===== config.mk =====
export PLATFORM = sky130hd
export DESIGN_NAME = pwr_mode_seq
export DESIGN_NICKNAME = d
export VERILOG_FILES = /design/src/rtl/pwr_seq_pkg.sv /design/src/rtl/pwr_seq_ctrl.sv /design/src/rtl/pwr_seq_dp.sv /design/src/rtl/pwr_mode_seq.sv
export SDC_FILE = /design/constraint.sdc
export NUM_CORES = 1
export LEC_CHECK = 0
export ABC_AREA = 0
export BUFFER_PORTS_ARGS = -buffer_cell sky130_fd_sc_hd__buf_2
export CAP_MARGIN = 15
export CORE_MARGIN = 4
export CORE_UTILIZATION = 55
export CTS_BUF_LIST = sky130_fd_sc_hd__clkbuf_8
export DETAILED_ROUTE_END_ITERATION = 16
export PLACE_DENSITY = 0.86
export SYNTH_ARGS = -nofsm -noshare
export SYNTH_HDL_FRONTEND = slang
export SYNTH_SLANG_ARGS = --single-unit

===== constraint.sdc =====
create_clock -name clk -period 2.6 [get_ports clk]
set_input_delay 0.52 -clock clk [delete_from_list [all_inputs] [get_ports clk]]
set_output_delay 0.52 -clock clk [all_outputs]
set_load 0.005 [all_outputs]

===== src/rtl/pwr_seq_pkg.sv =====
package pwr_seq_pkg;

  typedef enum logic [2:0] {
    ST_RUN,
    ST_SR_ENTER,
    ST_SW_DIRECT,
    ST_PLL_OFF,
    ST_HALT,
    ST_DIRECT,
    ST_PLL_ON,
    ST_SW_RUN
  } seqState_t;

  localparam logic [1:0] MODE_RUN    = 2'b00;
  localparam logic [1:0] MODE_DIRECT = 2'b01;
  localparam logic [1:0] MODE_HALT   = 2'b10;

  // strobes from control to datapath
  typedef struct packed {
    logic capture;
    logic pllOff;
    logic pllOn;
    logic cfgWrite;
    logic haltExit;
  } dpStrobe_t;

endpackage


===== src/rtl/pwr_seq_ctrl.sv =====
module pwr_seq_ctrl
  import pwr_seq_pkg::*;
(
  input  logic       clk,
  input  logic       rstN,
  input  logic       suspendReq,
  input  logic       resumeReq,
  input  logic       cfgWr,
  input  logic       srAck,
  input  logic       pllLock,
  input  logic       wakeHit,
  output dpStrobe_t  strobe,
  output logic       inHalt,
  output logic       clkSelPll,
  output logic       srReq,
  output logic       sysClkEn,
  output logic       busy,
  output logic [1:0] modeCode
);

  seqState_t state, nextState;

  always_ff @(posedge clk or negedge rstN) begin
    if (!rstN) state <= ST_DIRECT;
    else       state <= nextState;
  end

  always_comb begin
    nextState = state;
    strobe    = '0;
    unique case (state)
      ST_RUN:       if (suspendReq) nextState = ST_SR_ENTER;
      ST_SR_ENTER:  if (srAck) nextState = ST_SW_DIRECT;
      ST_SW_DIRECT: begin
        strobe.capture = 1'b1;
        nextState      = ST_PLL_OFF;
      end
      ST_PLL_OFF: begin
        strobe.pllOff = 1'b1;
        nextState     = ST_HALT;
      end
      ST_HALT: if (wakeHit) begin
        strobe.haltExit = 1'b1;
        nextState       = ST_DIRECT;
      end
      ST_DIRECT: begin
        strobe.cfgWrite = cfgWr;
        if (resumeReq) begin
          strobe.pllOn = 1'b1;
          nextState    = ST_PLL_ON;
        end
      end
      ST_PLL_ON:    if (pllLock) nextState = ST_SW_RUN;
      ST_SW_RUN:    if (!srAck) nextState = ST_RUN;
      default:      nextState = ST_DIRECT;
    endcase
  end

  always_comb begin
    clkSelPll = (state == ST_RUN) || (state == ST_SR_ENTER) || (state == ST_SW_RUN);
    srReq     = !((state == ST_RUN) || (state == ST_SW_RUN));
    sysClkEn  = (state != ST_HALT);
    inHalt    = (state == ST_HALT);
    busy      = !((state == ST_RUN) || (state == ST_HALT) || (state == ST_DIRECT));
    if (clkSelPll)   modeCode = MODE_RUN;
    else if (inHalt) modeCode = MODE_HALT;
    else             modeCode = MODE_DIRECT;
  end

endmodule


===== src/rtl/pwr_seq_dp.sv =====
module pwr_seq_dp
  import pwr_seq_pkg::*;
#(
  parameter int NUM_WAKE = 4,
  parameter int CFG_W    = 8,
  parameter logic [CFG_W-1:0] CFG_RST = '0
) (
  input  logic                clk,
  input  logic                rstN,
  input  dpStrobe_t           strobe,
  input  logic                inHalt,
  input  logic [NUM_WAKE-1:0] wakeEvt,
  input  logic [NUM_WAKE-1:0] wakeEn,
  input  logic [CFG_W-1:0]    cfgIn,
  output logic                pllEn,
  output logic [CFG_W-1:0]    pllCfgOut,
  output logic                wakeHit
);

  logic [CFG_W-1:0]    cfgReg, savedCfg;
  logic                restorePend;
  logic [NUM_WAKE-1:0] wakePend;
  logic [NUM_WAKE-1:0] wakeLive;

  assign wakeLive = wakeEvt & wakeEn;

  // per-source wake latch, armed outside halt, cleared on halt exit
  for (genvar i = 0; i < NUM_WAKE; i++) begin : g_wake
    always_ff @(posedge clk or negedge rstN) begin
      if (!rstN)                         wakePend[i] <= 1'b0;
      else if (strobe.haltExit)          wakePend[i] <= 1'b0;
      else if (!inHalt && wakeLive[i])   wakePend[i] <= 1'b1;
    end
  end

  assign wakeHit = |(wakePend | wakeLive);

  always_ff @(posedge clk or negedge rstN) begin
    if (!rstN) begin
      pllEn <= 1'b0;
    end else if (strobe.pllOff) begin
      pllEn <= 1'b0;
    end else if (strobe.pllOn) begin
      pllEn <= 1'b1;
    end
  end

  always_ff @(posedge clk or negedge rstN) begin
    if (!rstN) begin
      cfgReg      <= CFG_RST;
      savedCfg    <= '0;
      restorePend <= 1'b0;
    end else begin
      if (strobe.capture) begin
        savedCfg    <= cfgReg;
        restorePend <= 1'b1;
      end else if (strobe.cfgWrite || strobe.pllOn) begin
        restorePend <= 1'b0;
      end
      if (strobe.pllOff)                       cfgReg <= '0;
      else if (strobe.cfgWrite)                cfgReg <= cfgIn;
      else if (strobe.pllOn && restorePend)    cfgReg <= savedCfg;
    end
  end

  assign pllCfgOut = cfgReg;

endmodule


===== src/rtl/pwr_mode_seq.sv =====
module pwr_mode_seq
  import pwr_seq_pkg::*;
#(
  parameter int NUM_WAKE = 4,
  parameter int CFG_W    = 8,
  parameter logic [CFG_W-1:0] CFG_RST = '0
) (
  input  logic                clk,
  input  logic                rstN,
  input  logic                suspendReq,
  input  logic                resumeReq,
  input  logic [NUM_WAKE-1:0] wakeEvt,
  input  logic [NUM_WAKE-1:0] wakeEn,
  input  logic                cfgWr,
  input  logic [CFG_W-1:0]    cfgIn,
  input  logic                pllLock,
  input  logic                srAck,
  input  logic                autoStopCfg,
  output logic                clkSelPll,
  output logic                sysClkEn,
  output logic                pllEn,
  output logic [CFG_W-1:0]    pllCfgOut,
  output logic                srReq,
  output logic                dramClkEn,
  output logic [1:0]          modeCode,
  output logic                busy
);

  dpStrobe_t strobe;
  logic      inHalt;
  logic      wakeHit;

  pwr_seq_ctrl u_ctrl (
    .clk        (clk),
    .rstN       (rstN),
    .suspendReq (suspendReq),
    .resumeReq  (resumeReq),
    .cfgWr      (cfgWr),
    .srAck      (srAck),
    .pllLock    (pllLock),
    .wakeHit    (wakeHit),
    .strobe     (strobe),
    .inHalt     (inHalt),
    .clkSelPll  (clkSelPll),
    .srReq      (srReq),
    .sysClkEn   (sysClkEn),
    .busy       (busy),
    .modeCode   (modeCode)
  );

  pwr_seq_dp #(
    .NUM_WAKE (NUM_WAKE),
    .CFG_W    (CFG_W),
    .CFG_RST  (CFG_RST)
  ) u_dp (
    .clk       (clk),
    .rstN      (rstN),
    .strobe    (strobe),
    .inHalt    (inHalt),
    .wakeEvt   (wakeEvt),
    .wakeEn    (wakeEn),
    .cfgIn     (cfgIn),
    .pllEn     (pllEn),
    .pllCfgOut (pllCfgOut),
    .wakeHit   (wakeHit)
  );

  // DRAM clock stops while self-refresh is acknowledged, if so configured
  assign dramClkEn = !(autoStopCfg && srAck);

endmodule


==> run metrics, run 1 <==
GPL Wtd Cong 0.7705; PostCTS Resize Cnt 0; Initial Util 60.02%; Post-synth EDFFs 0; GR Util met3 under 10%; die footprint about 3000 sq um; most used flip-flop cell after synthesis dfrtp_1; syn avg cell area 11.45 sq um; clock skew 0.005266 ns; Synth top area share 47.42%; busiest metal layer after global routing met2; Area contributors post-synth dfrtp_1 (47%), mux2i_1 (7.4%), mux2_2 (7.4%); Peak Freq 453.4 MHz; unrepaired setup endpoints after global routing no; post-CTS setup buffers 0; Hold Fails Final Rpt 0; pin count of the biggest net entering global routing 26; DIE HEIGHT 54.98 um; status finished, final reports clean; Overflow after GRT 0; Flop pwr share 46.6%; Vias just under 1000; post-synth top area cell dfrtp_1; Gate Count Post-Synth 106; clock slew at reported path FFs 0.08 ns; Comb pwr share 38.3%; CTS tree yes; Slew @ Worst Pin about 0.55 ns; Post-Syn Area 1214 sq um; first-pass detailed-route iteration total 4; Clk Tree Root Cell clkbuf_8; Rows 16; clk sinks 25; CP top delay family flip-flops; Async SR Flop Fraction 100.0%; count leader, synth dfrtp_1; sequential area share after synthesis about half; endpoints failing setup 0; critical setup path kind reg -> out; vias per inst 5.818; I/O pin count 40; MaxCap Viol Count 0; routed wire length between 2 and 3 mm; leak pwr 0.0007438 uW; Worst Path Required 2.08 ns; I/O Buffers 39; PD cells between 1000 and 1500 nW/um^2; cts bufs inserted 3; hpwl dp 1.919 mm; Starting DRT DRC Count 9; Critical Path End Type output pin; Wirelength per Cell 15.44 um; via count of the first global-routing pass 930; Startpoint Class flip-flop; post-route cell area between 1000 and 1500 sq um; DRC viols 0; switching power 582.4 uW; buffer and inverter count on the worst path 1; Clock Path Buffers 2; first-pass GRT wire length between 4 and 5 mm; worst setup margin 0.3945 ns; Sw Share 38.55%; Hold-fix buffers, CTS 0; crit-path max FO 19; gr usage total slightly below 20%; Core Area between 2000 and 2500 sq um; ANT cells 0; fin. max-slew vios 0; slowest CP cell dfstp_2; crit-path cells nor3b_2 -> nor2_1 -> buf_2; crit share post-route 84.83%; Internal 928.2 uW; Layout Nets 168; htree depth 1; Worst Hold Class in -> async; ANT nets after route 0; Placed Instance Area roughly 1400 sq um; Yosys warnings 0; Clock Latency Late Sink 0.26 ns; Worst VDD drop slightly below 0.0007 V; final worst path period need approximately 2.2 ns; Fill cells 148; Die W 54.98 um; Sum Neg Setup Slack 0 ns; #FFs+latches synth 25; Slew HR 63.24%; list of most frequent post-synthesis cells dfrtp_1 (23), nor2_1 (10), mux2i_1 (9); grt met1 use 25.61%; syn_nets 130; layout cell share with drive strength beyond 1 41.96%; Area Overhead vs Synth 20.00%; dpl ws 0.6777 ns; initial antenna violation count 0; crit-path max cell delay 0.74 ns; Arr. time, crit path roughly 1.7 ns; clock share of power 15.1%; library cells used by synthesis 32; met2 Use GR between 30% and 40%
-- sequential cells by signal (all words and copies together) (netlist names) --
name              cells
u_dp.pllCfgOut        8
u_dp.savedCfg         8
u_dp.wakePend         4
u_ctrl.state          3
u_dp.pllEn            1
u_dp.restorePend      1
-- cell type report --
cell class                      instances  area, sq um  area share, %
Clock buffer                            3        41.29          2.835
Clock inverter                          1        7.507         0.5155
Inverter                                2        10.01         0.6873
Multi-Input combinational cell         73        540.5          37.11
Sequential cell                        25        628.1          43.13
Tap cell                               27        33.78          2.320
Timing Repair Buffer                   39        195.2          13.40
-- power groups by stage --
stage | combinational [uW] | sequential [uW] | clock [uW]
after floorplan | 499 | 601 | 0
after global placement | 553 | 691 | 0
after detailed placement | 579 | 709 | 0
after CTS | 585 | 702 | 234
after global routing | 641 | 731 | 257
final | 578 | 704 | 229
-- cell families (layout without fill, tap and decap cells) --
family | after synthesis | in the layout | share of synthesized area [%]
AOI/OAI and AO/OA | 28 | 28 | 16.19
and+or+nand+nor | 28 | 28 | 13.51
DFF | 25 | 25 | 51.75
muxes | 17 | 17 | 14.85
buffers and inverters | 8 | 45 | 3.711
-- routing by layer --
layer	wire length (um)	part of all wire (%)	up-vias
met2	1317	50	37
met5	0	0	-
li1	-	-	462
met1	1085	41	483
met3	173	6.6	7
met4	48	1.8	0
-- cell usage in the layout, fill, tap and decap left out, types with 3 or more instances in the layout --
cell and n:
nor2_1 10, mux2_2 8, buf_2 39, nand2_1 6, clkbuf_8 3, o2bb2ai_1 8, mux2i_1 9, a21oi_1 8
dfrtp_1 23
-- through the flow --
step                total power [uW]  utilization (%)  hold slack, ns  cells
global placement                1244            69.62          0.4592    166
global route                    1629            72.03          0.2633    170
finish                          1511            72.03          0.2335    170
CTS                             1521            72.03          0.2438    170
detailed placement              1288            69.62          0.4755    166
floorplan                       1100                -          0.2244    106
-- worst paths after layout --
path,from,endpoint,slack (ns),cells past startpoint
worst max-delay path,u_ctrl.state[2],modeCode[0],0.39,3
worst min register to register,u_dp.wakePend[3],u_dp.wakePend[3],0.49,2
min in group clk,u_dp.wakePend[3],u_dp.wakePend[3],0.49,2
max in group asynchronous,rstN,u_ctrl.state[2],1.99,1
worst max register to register,u_ctrl.state[0],u_dp.pllCfgOut[2],0.83,3
worst min-delay path,rstN,u_dp.wakePend[2],0.23,1
(Power assumes the default switching activity.)
==> run 2: changes to the inputs <==
--- a/config.mk
+++ b/config.mk
@@ -8,11 +8,12 @@
 export ABC_AREA = 0
 export BUFFER_PORTS_ARGS = -buffer_cell sky130_fd_sc_hd__buf_2
 export CAP_MARGIN = 15
+export CORE_ASPECT_RATIO = 1.75
 export CORE_MARGIN = 4
-export CORE_UTILIZATION = 55
+export CORE_UTILIZATION = 51
 export CTS_BUF_LIST = sky130_fd_sc_hd__clkbuf_8
 export DETAILED_ROUTE_END_ITERATION = 16
-export PLACE_DENSITY = 0.86
+export PLACE_DENSITY = 0.8
 export SYNTH_ARGS = -nofsm -noshare
 export SYNTH_HDL_FRONTEND = slang
 export SYNTH_SLANG_ARGS = --single-unit
==> constraint.sdc (replaced) <==
create_clock -name clk -period 2.3 [get_ports clk]
set_input_delay 0.46 -clock clk [delete_from_list [all_inputs] [get_ports clk]]
set_output_delay 0.46 -clock clk [all_outputs]
set_load 0.005 [all_outputs]
==> run 2 against run 1 <==
Effect of this change:
- sequential power rose by 13%
- design area is 0.34% lower
- clock power is 13% higher
- largest cell class unchanged
- combinational power is 12% higher
- critical path depth unchanged
- clock skew decreased by 0.0010 ns
- global-route usage shrank 1.0 points
- setup slack worse by 0.25 ns
- worst hold slack worse by 0.077 ns
==> run metrics, run 2 (synthesized netlist as in run 1, its figures left out) <==
status finished, final reports clean; PD cells 1170 nW/um^2 (+13%); ANT nets after route 0 (unchanged); DIE HEIGHT 72.54 um (+32%); Slew @ Worst Pin 0.5344 ns (-0.01702 ns); Tot Pwr 1698 uW (+12%); endpoints failing setup 0 (unchanged); Slew HR 64.37% (+1.1 points); Layout Nets 168 (unchanged); Clock Path Buffers 2 (unchanged); GR Util met3 2.730% (+0.32 points); Clk Tree Root Cell clkbuf_8; Worst Hold Class in -> async; htree depth 1 (unchanged); post-CTS setup buffers 0 (unchanged); clock slew at reported path FFs 0.08 ns (about the same); routed wire length 2.615 mm (-0.38%); leak pwr 0.0007476 uW (+0.51%); most frequent cells in the layout buf_2 (39), dfrtp_1 (23), nor2_1 (10); Overflow after GRT 0 (unchanged); MaxCap Viol Count 0 (unchanged); initial antenna violation count 0 (unchanged); met2 Use GR 32.96% (+1.5 points); Starting DRT DRC Count 19 (+10); hpwl dp 2.022 mm (+5.4%); Worst VDD drop 0.0006596 V (-2.3%); Vias 962 (-2.7%); Clock Latency Late Sink 0.27 ns (about the same); Hold-fix buffers, CTS 0 (unchanged); Worst Path Required 1.84 ns (-0.24 ns); I/O pin count 40 (unchanged); crit share post-route a little over nine tenths; first-pass GRT wire length 4.422 mm (+7.7%); leading cell type in the layout, fill and taps excluded buf_2; Startpoint Class flip-flop; Wirelength per Cell 15.57 um (+0.80%); Reg2Reg Capture Point u_ctrl.state[0]; DRC viols 0 (unchanged); fin. max-slew vios 0 (unchanged); final worst path period need 2.154 ns; via count of the first global-routing pass 1028 (+11%); Rows 23 (+7); clk sinks 25 (unchanged); worst r2r src u_ctrl.state[0]; r2r worst-path depth 4 (+1); GPL Wtd Cong 0.7870 (+2.1%); layout cell share with drive strength beyond 1 41.96% (unchanged); Peak Freq roughly 460 MHz; ANT cells 0 (unchanged); Critical Path End Type output pin; CTS tree yes; crit-path max FO 19 (unchanged); Initial Util 53.38% (-6.6 points); gr usage total 18.44% (-1.0 points); reg-to-reg setup timing slack 0.57 ns (-0.26 ns); I/O Buffers 39 (unchanged); Sum Neg Setup Slack 0 ns (unchanged); Core Area 2273 sq um (+12%); PostCTS Resize Cnt 0 (unchanged); pin count of the biggest net entering global routing 26 (unchanged); unrepaired setup endpoints after global routing no; first-pass detailed-route iteration total 4 (unchanged); cts bufs inserted 3 (unchanged); critical setup path kind reg -> out; die footprint 3255 sq um (+7.7%); Area Overhead vs Synth 19.59%; busiest metal layer after global routing met2; Die W 44.88 um (-18%); Hold Fails Final Rpt 0 (unchanged); Arr. time, crit path 1.69 ns (about the same); clock skew 0.004216 ns (-0.001050 ns); grt met1 use 18.67% (-6.9 points); vias per inst 5.726 (-1.6%)
==> run 2: cell types whose count changed in the layout (fill, tap and decap cells not counted), sizes merged <==
cell / previous run / this run
clkinv: 0 / 1
clkinvlp: 1 / 0
==> run 2: metrics by stage <==
stage | utilization, % | std cells | hold WS [ns] | setup slack (ns) | instance area [sq um]
6_report | 63.84 | 168 | 0.1568 | 0.1456 | 1451
5_1_grt | 63.84 | 168 | 0.1997 | 0.001324 | 1451
4_1_cts | 63.84 | 168 | 0.1850 | 0.1358 | 1451
3_5_place_dp | 61.81 | 164 | 0.4805 | 0.4493 | 1405
3_3_place_gp | 61.81 | 164 | 0.4648 | 0.4549 | 1405
2_1_floorplan | - | 106 | 0.1644 | 0.6893 | 1214
==> run 2: cell type report <==
type | instances | area [sq um]
fill | 194 | 822.0
sequential | 25 | 628.1
multi-input combinational | 73 | 540.5
timing repair buffer | 39 | 195.2
clock buffer | 3 | 41.29
tap | 25 | 31.28
inverter | 2 | 10.01
clock inverter | 1 | 5.005
==> run 2: worst max-delay path by stage <==
stage	start	end	slack (ns)	depth (start not counted)
2_1_floorplan	u_ctrl.state[0]	modeCode[0]	0.69	5
3_3_place_gp	u_ctrl.state[2]	modeCode[0]	0.45	3
3_5_place_dp	u_ctrl.state[2]	modeCode[0]	0.45	3
4_1_cts	u_ctrl.state[2]	modeCode[0]	0.14	3
5_1_grt	u_ctrl.state[2]	modeCode[0]	0.001	3
6_report	u_ctrl.state[2]	modeCode[0]	0.15	3
==> run 2: worst max-delay path: stages (launching register included) <==
cell	delay (ns)
dfstp_2	0.73
nor3b_2	0.46
nor2_1	0.09
buf_2	0.14
==> run 2: report_power, final <==
group          internal, uW  switching [uW]
clock                   121             138
combinational           321             324
sequential              606             188
total                  1050             650
==> run 2: layer usage <==
| metal | vias to the layer above | wire length, um |
|---|---|---|
| met1 | 466 | 941 |
| met4 | 0 | 82 |
| li1 | 461 | - |
| met3 | 8 | 129 |
| met5 | - | 0 |
| met2 | 27 | 1461 |
==> run 3: changes to the inputs <==
--- a/config.mk
+++ b/config.mk
@@ -8,7 +8,6 @@
 export ABC_AREA = 0
 export BUFFER_PORTS_ARGS = -buffer_cell sky130_fd_sc_hd__buf_2
 export CAP_MARGIN = 15
-export CORE_ASPECT_RATIO = 1.75
 export CORE_MARGIN = 4
 export CORE_UTILIZATION = 51
 export CTS_BUF_LIST = sky130_fd_sc_hd__clkbuf_8
==> run 3 against run 2 <==
Effect of this change:
- clock power shrank 5%
- combinational power is essentially flat
- clock-buffer cell count is the same
- die area shrank 0.95%
- final cell count grew 1.8%
- sequential power grew 0.8%
- flip-flop and latch count is the same
- fmax shrank 0.66%
- via count grew 0.31%
- critical endpoint unchanged
- highest routed layer unchanged
==> run metrics, run 3 (synthesized netlist as in run 1, its figures left out) <==
Arr. time, crit path 1.71 ns (+0.02 ns); PD cells 1164 nW/um^2 (-0.51%); I/O pin count 40 (unchanged); unrepaired setup endpoints after global routing no; hpwl dp 1.835 mm (-9.3%); CP top delay family flip-flops; Vias 965 (+0.31%); status finished, final reports clean; Worst VDD drop 0.0006903 V (+4.7%); Initial Util 54.34% (+0.96 points); Worst Path Required 1.84 ns (about the same); post-CTS setup buffers 0 (unchanged); crit share post-route 94.29% (+0.62 points); die footprint 3224 sq um (-0.95%); leading cell type in the layout, fill and taps excluded buf_2; Worst Hold Class in -> async; clock share of power 14.6% (-0.7 points); Wirelength per Cell 14.98 um (-3.8%); crit-path max FO 19 (unchanged); Clock Path Buffers 2 (unchanged); slowest CP cell dfstp_2; clock skew 0.004565 ns (+0.0003482 ns); fin. max-slew vios 0 (unchanged); Die W 56.78 um (+27%); first-pass GRT wire length 4.291 mm (-3.0%); most frequent cells in the layout buf_2 (39), dfrtp_1 (23), nor2_1 (10); Startpoint Class flip-flop; critical setup path kind reg -> out; MaxCap Viol Count 0 (unchanged); final worst path period need 2.169 ns (+0.01423 ns); Slew @ Worst Pin 0.5298 ns (-0.004601 ns); pin count of the biggest net entering global routing 26 (unchanged); I/O Buffers 39 (unchanged); PostCTS Resize Cnt 0 (unchanged); Peak Freq 461.1 MHz (-0.66%); multi-input logic area 540.5 sq um (unchanged); crit-path cells nor3b_2 -> nor2_1 -> buf_2; initial antenna violation count 0 (unchanged); endpoints failing setup 0 (unchanged); Comb pwr share 38.2% (+0.2 points); htree depth 1 (unchanged); via count of the first global-routing pass 952 (-7.4%); Layout Nets 168 (unchanged); Inst Count DP 167 (+1.8%); Clk Tree Root Cell clkbuf_8; clk sinks 25 (unchanged); Overflow after GRT 0 (unchanged); clock slew at reported path FFs 0.08 ns (about the same); Critical Path End Type output pin; Rows 17 (-26%); Sequential Area 628.1 sq um (unchanged); first-pass detailed-route iteration total 4 (unchanged); Sw Share 38.20% (-0.065 points); crit-path max cell delay 0.74 ns (about the same); layout cell share with drive strength beyond 1 41.26% (-0.70 points); ANT cells 0 (unchanged); Non-Filler Instances 171 (+1.8%); Clock Latency Late Sink 0.26 ns (about the same); Internal 1046 uW (-0.24%); Sum Neg Setup Slack 0 ns (unchanged); Area Overhead vs Synth 19.79%; DIE HEIGHT 56.78 um (-22%); gr usage total 16.87% (-1.6 points); leak pwr 0.0007490 uW (+0.19%); ANT nets after route 0 (unchanged); Flop pwr share 47.2% (+0.5 points); Hold Fails Final Rpt 0 (unchanged); Slew HR 64.68% (+0.31 points); cts bufs inserted 3 (unchanged); switching power 646.6 uW (-0.51%); routed wire length 2.561 mm (-2.1%); Fill cells 184 (-5.2%); buffer and inverter count on the worst path 1 (unchanged); Hold-fix buffers, CTS 0 (unchanged); DRC viols 0 (unchanged); GPL Wtd Cong 0.8257 (+4.9%); Starting DRT DRC Count 27 (+8); Core Area 2233 sq um (-1.8%); CTS tree yes; vias per inst 5.643 (-1.4%)
-- run 3: cell count changes in the layout (fill, tap and decap cells not counted) --
cell / change
clkinv_2: -1
inv_1: +1
-- run 3: area by class of cell --
cell class	instances	area share (%)
Sequential cell	25	43.20
Multi-Input combinational cell	73	37.18
Timing Repair Buffer	39	13.43
Clock buffer	3	2.840
Tap cell	28	2.410
Inverter	2	0.6885
Clock inverter	1	0.2582
-- run 3: power by group through the flow --
stage / Combinational [uW] / Clock, uW / Sequential [uW]
floorplan: 564 / 0 / 680
global placement: 628 / 0 / 782
detailed placement: 650 / 0 / 801
CTS: 657 / 252 / 794
global route: 726 / 273 / 827
finish: 646 / 247 / 800
-- run 3: per-stage QoR --
step / utilization, % / setup slack, ns / total power, uW / hold WS, ns / area [sq um]
2_1_floorplan: - / 0.6893 / 1244 / 0.1644 / 1214
3_3_place_gp: 63.08 / 0.5084 / 1410 / 0.4654 / 1409
3_5_place_dp: 63.08 / 0.4308 / 1452 / 0.4709 / 1409
4_1_cts: 65.10 / 0.1419 / 1703 / 0.1854 / 1454
5_1_grt: 65.10 / 0.001531 / 1826 / 0.2017 / 1454
6_report: 65.10 / 0.1314 / 1693 / 0.1653 / 1454
-- run 3: worst paths after layout --
| check | end | startpoint | cells after the start | slack [ns] |
|---|---|---|---|---|
| worst max-delay path | modeCode[0] | u_ctrl.state[2] | 3 | 0.13 |
| worst min-delay path | u_dp.savedCfg[6] | rstN | 1 | 0.17 |
| worst max register to register | u_dp.pllCfgOut[1] | u_ctrl.state[0] | 3 | 0.62 |
| worst min register to register | u_dp.wakePend[3] | u_dp.wakePend[3] | 2 | 0.51 |
| max in group asynchronous | u_ctrl.state[2] | rstN | 1 | 1.76 |
| min in group clk | u_dp.wakePend[1] | wakeEn[1] | 3 | 0.47 |
-- run 3: worst register-to-register path, stage by stage (launching register included) --
cell and delay [ns]:
dfstp_2 0.76, nand2_1 0.12, or3b_1 0.52, o2bb2ai_1 0.20
-- run 3: layer usage --
layer,vias up,wire [um],track usage (%)
met2,30,1241,29.54
met4,0,14,4.967
met3,2,171,2.759
li1,463,-,-
met5,-,0,0
met1,470,1134,21.22
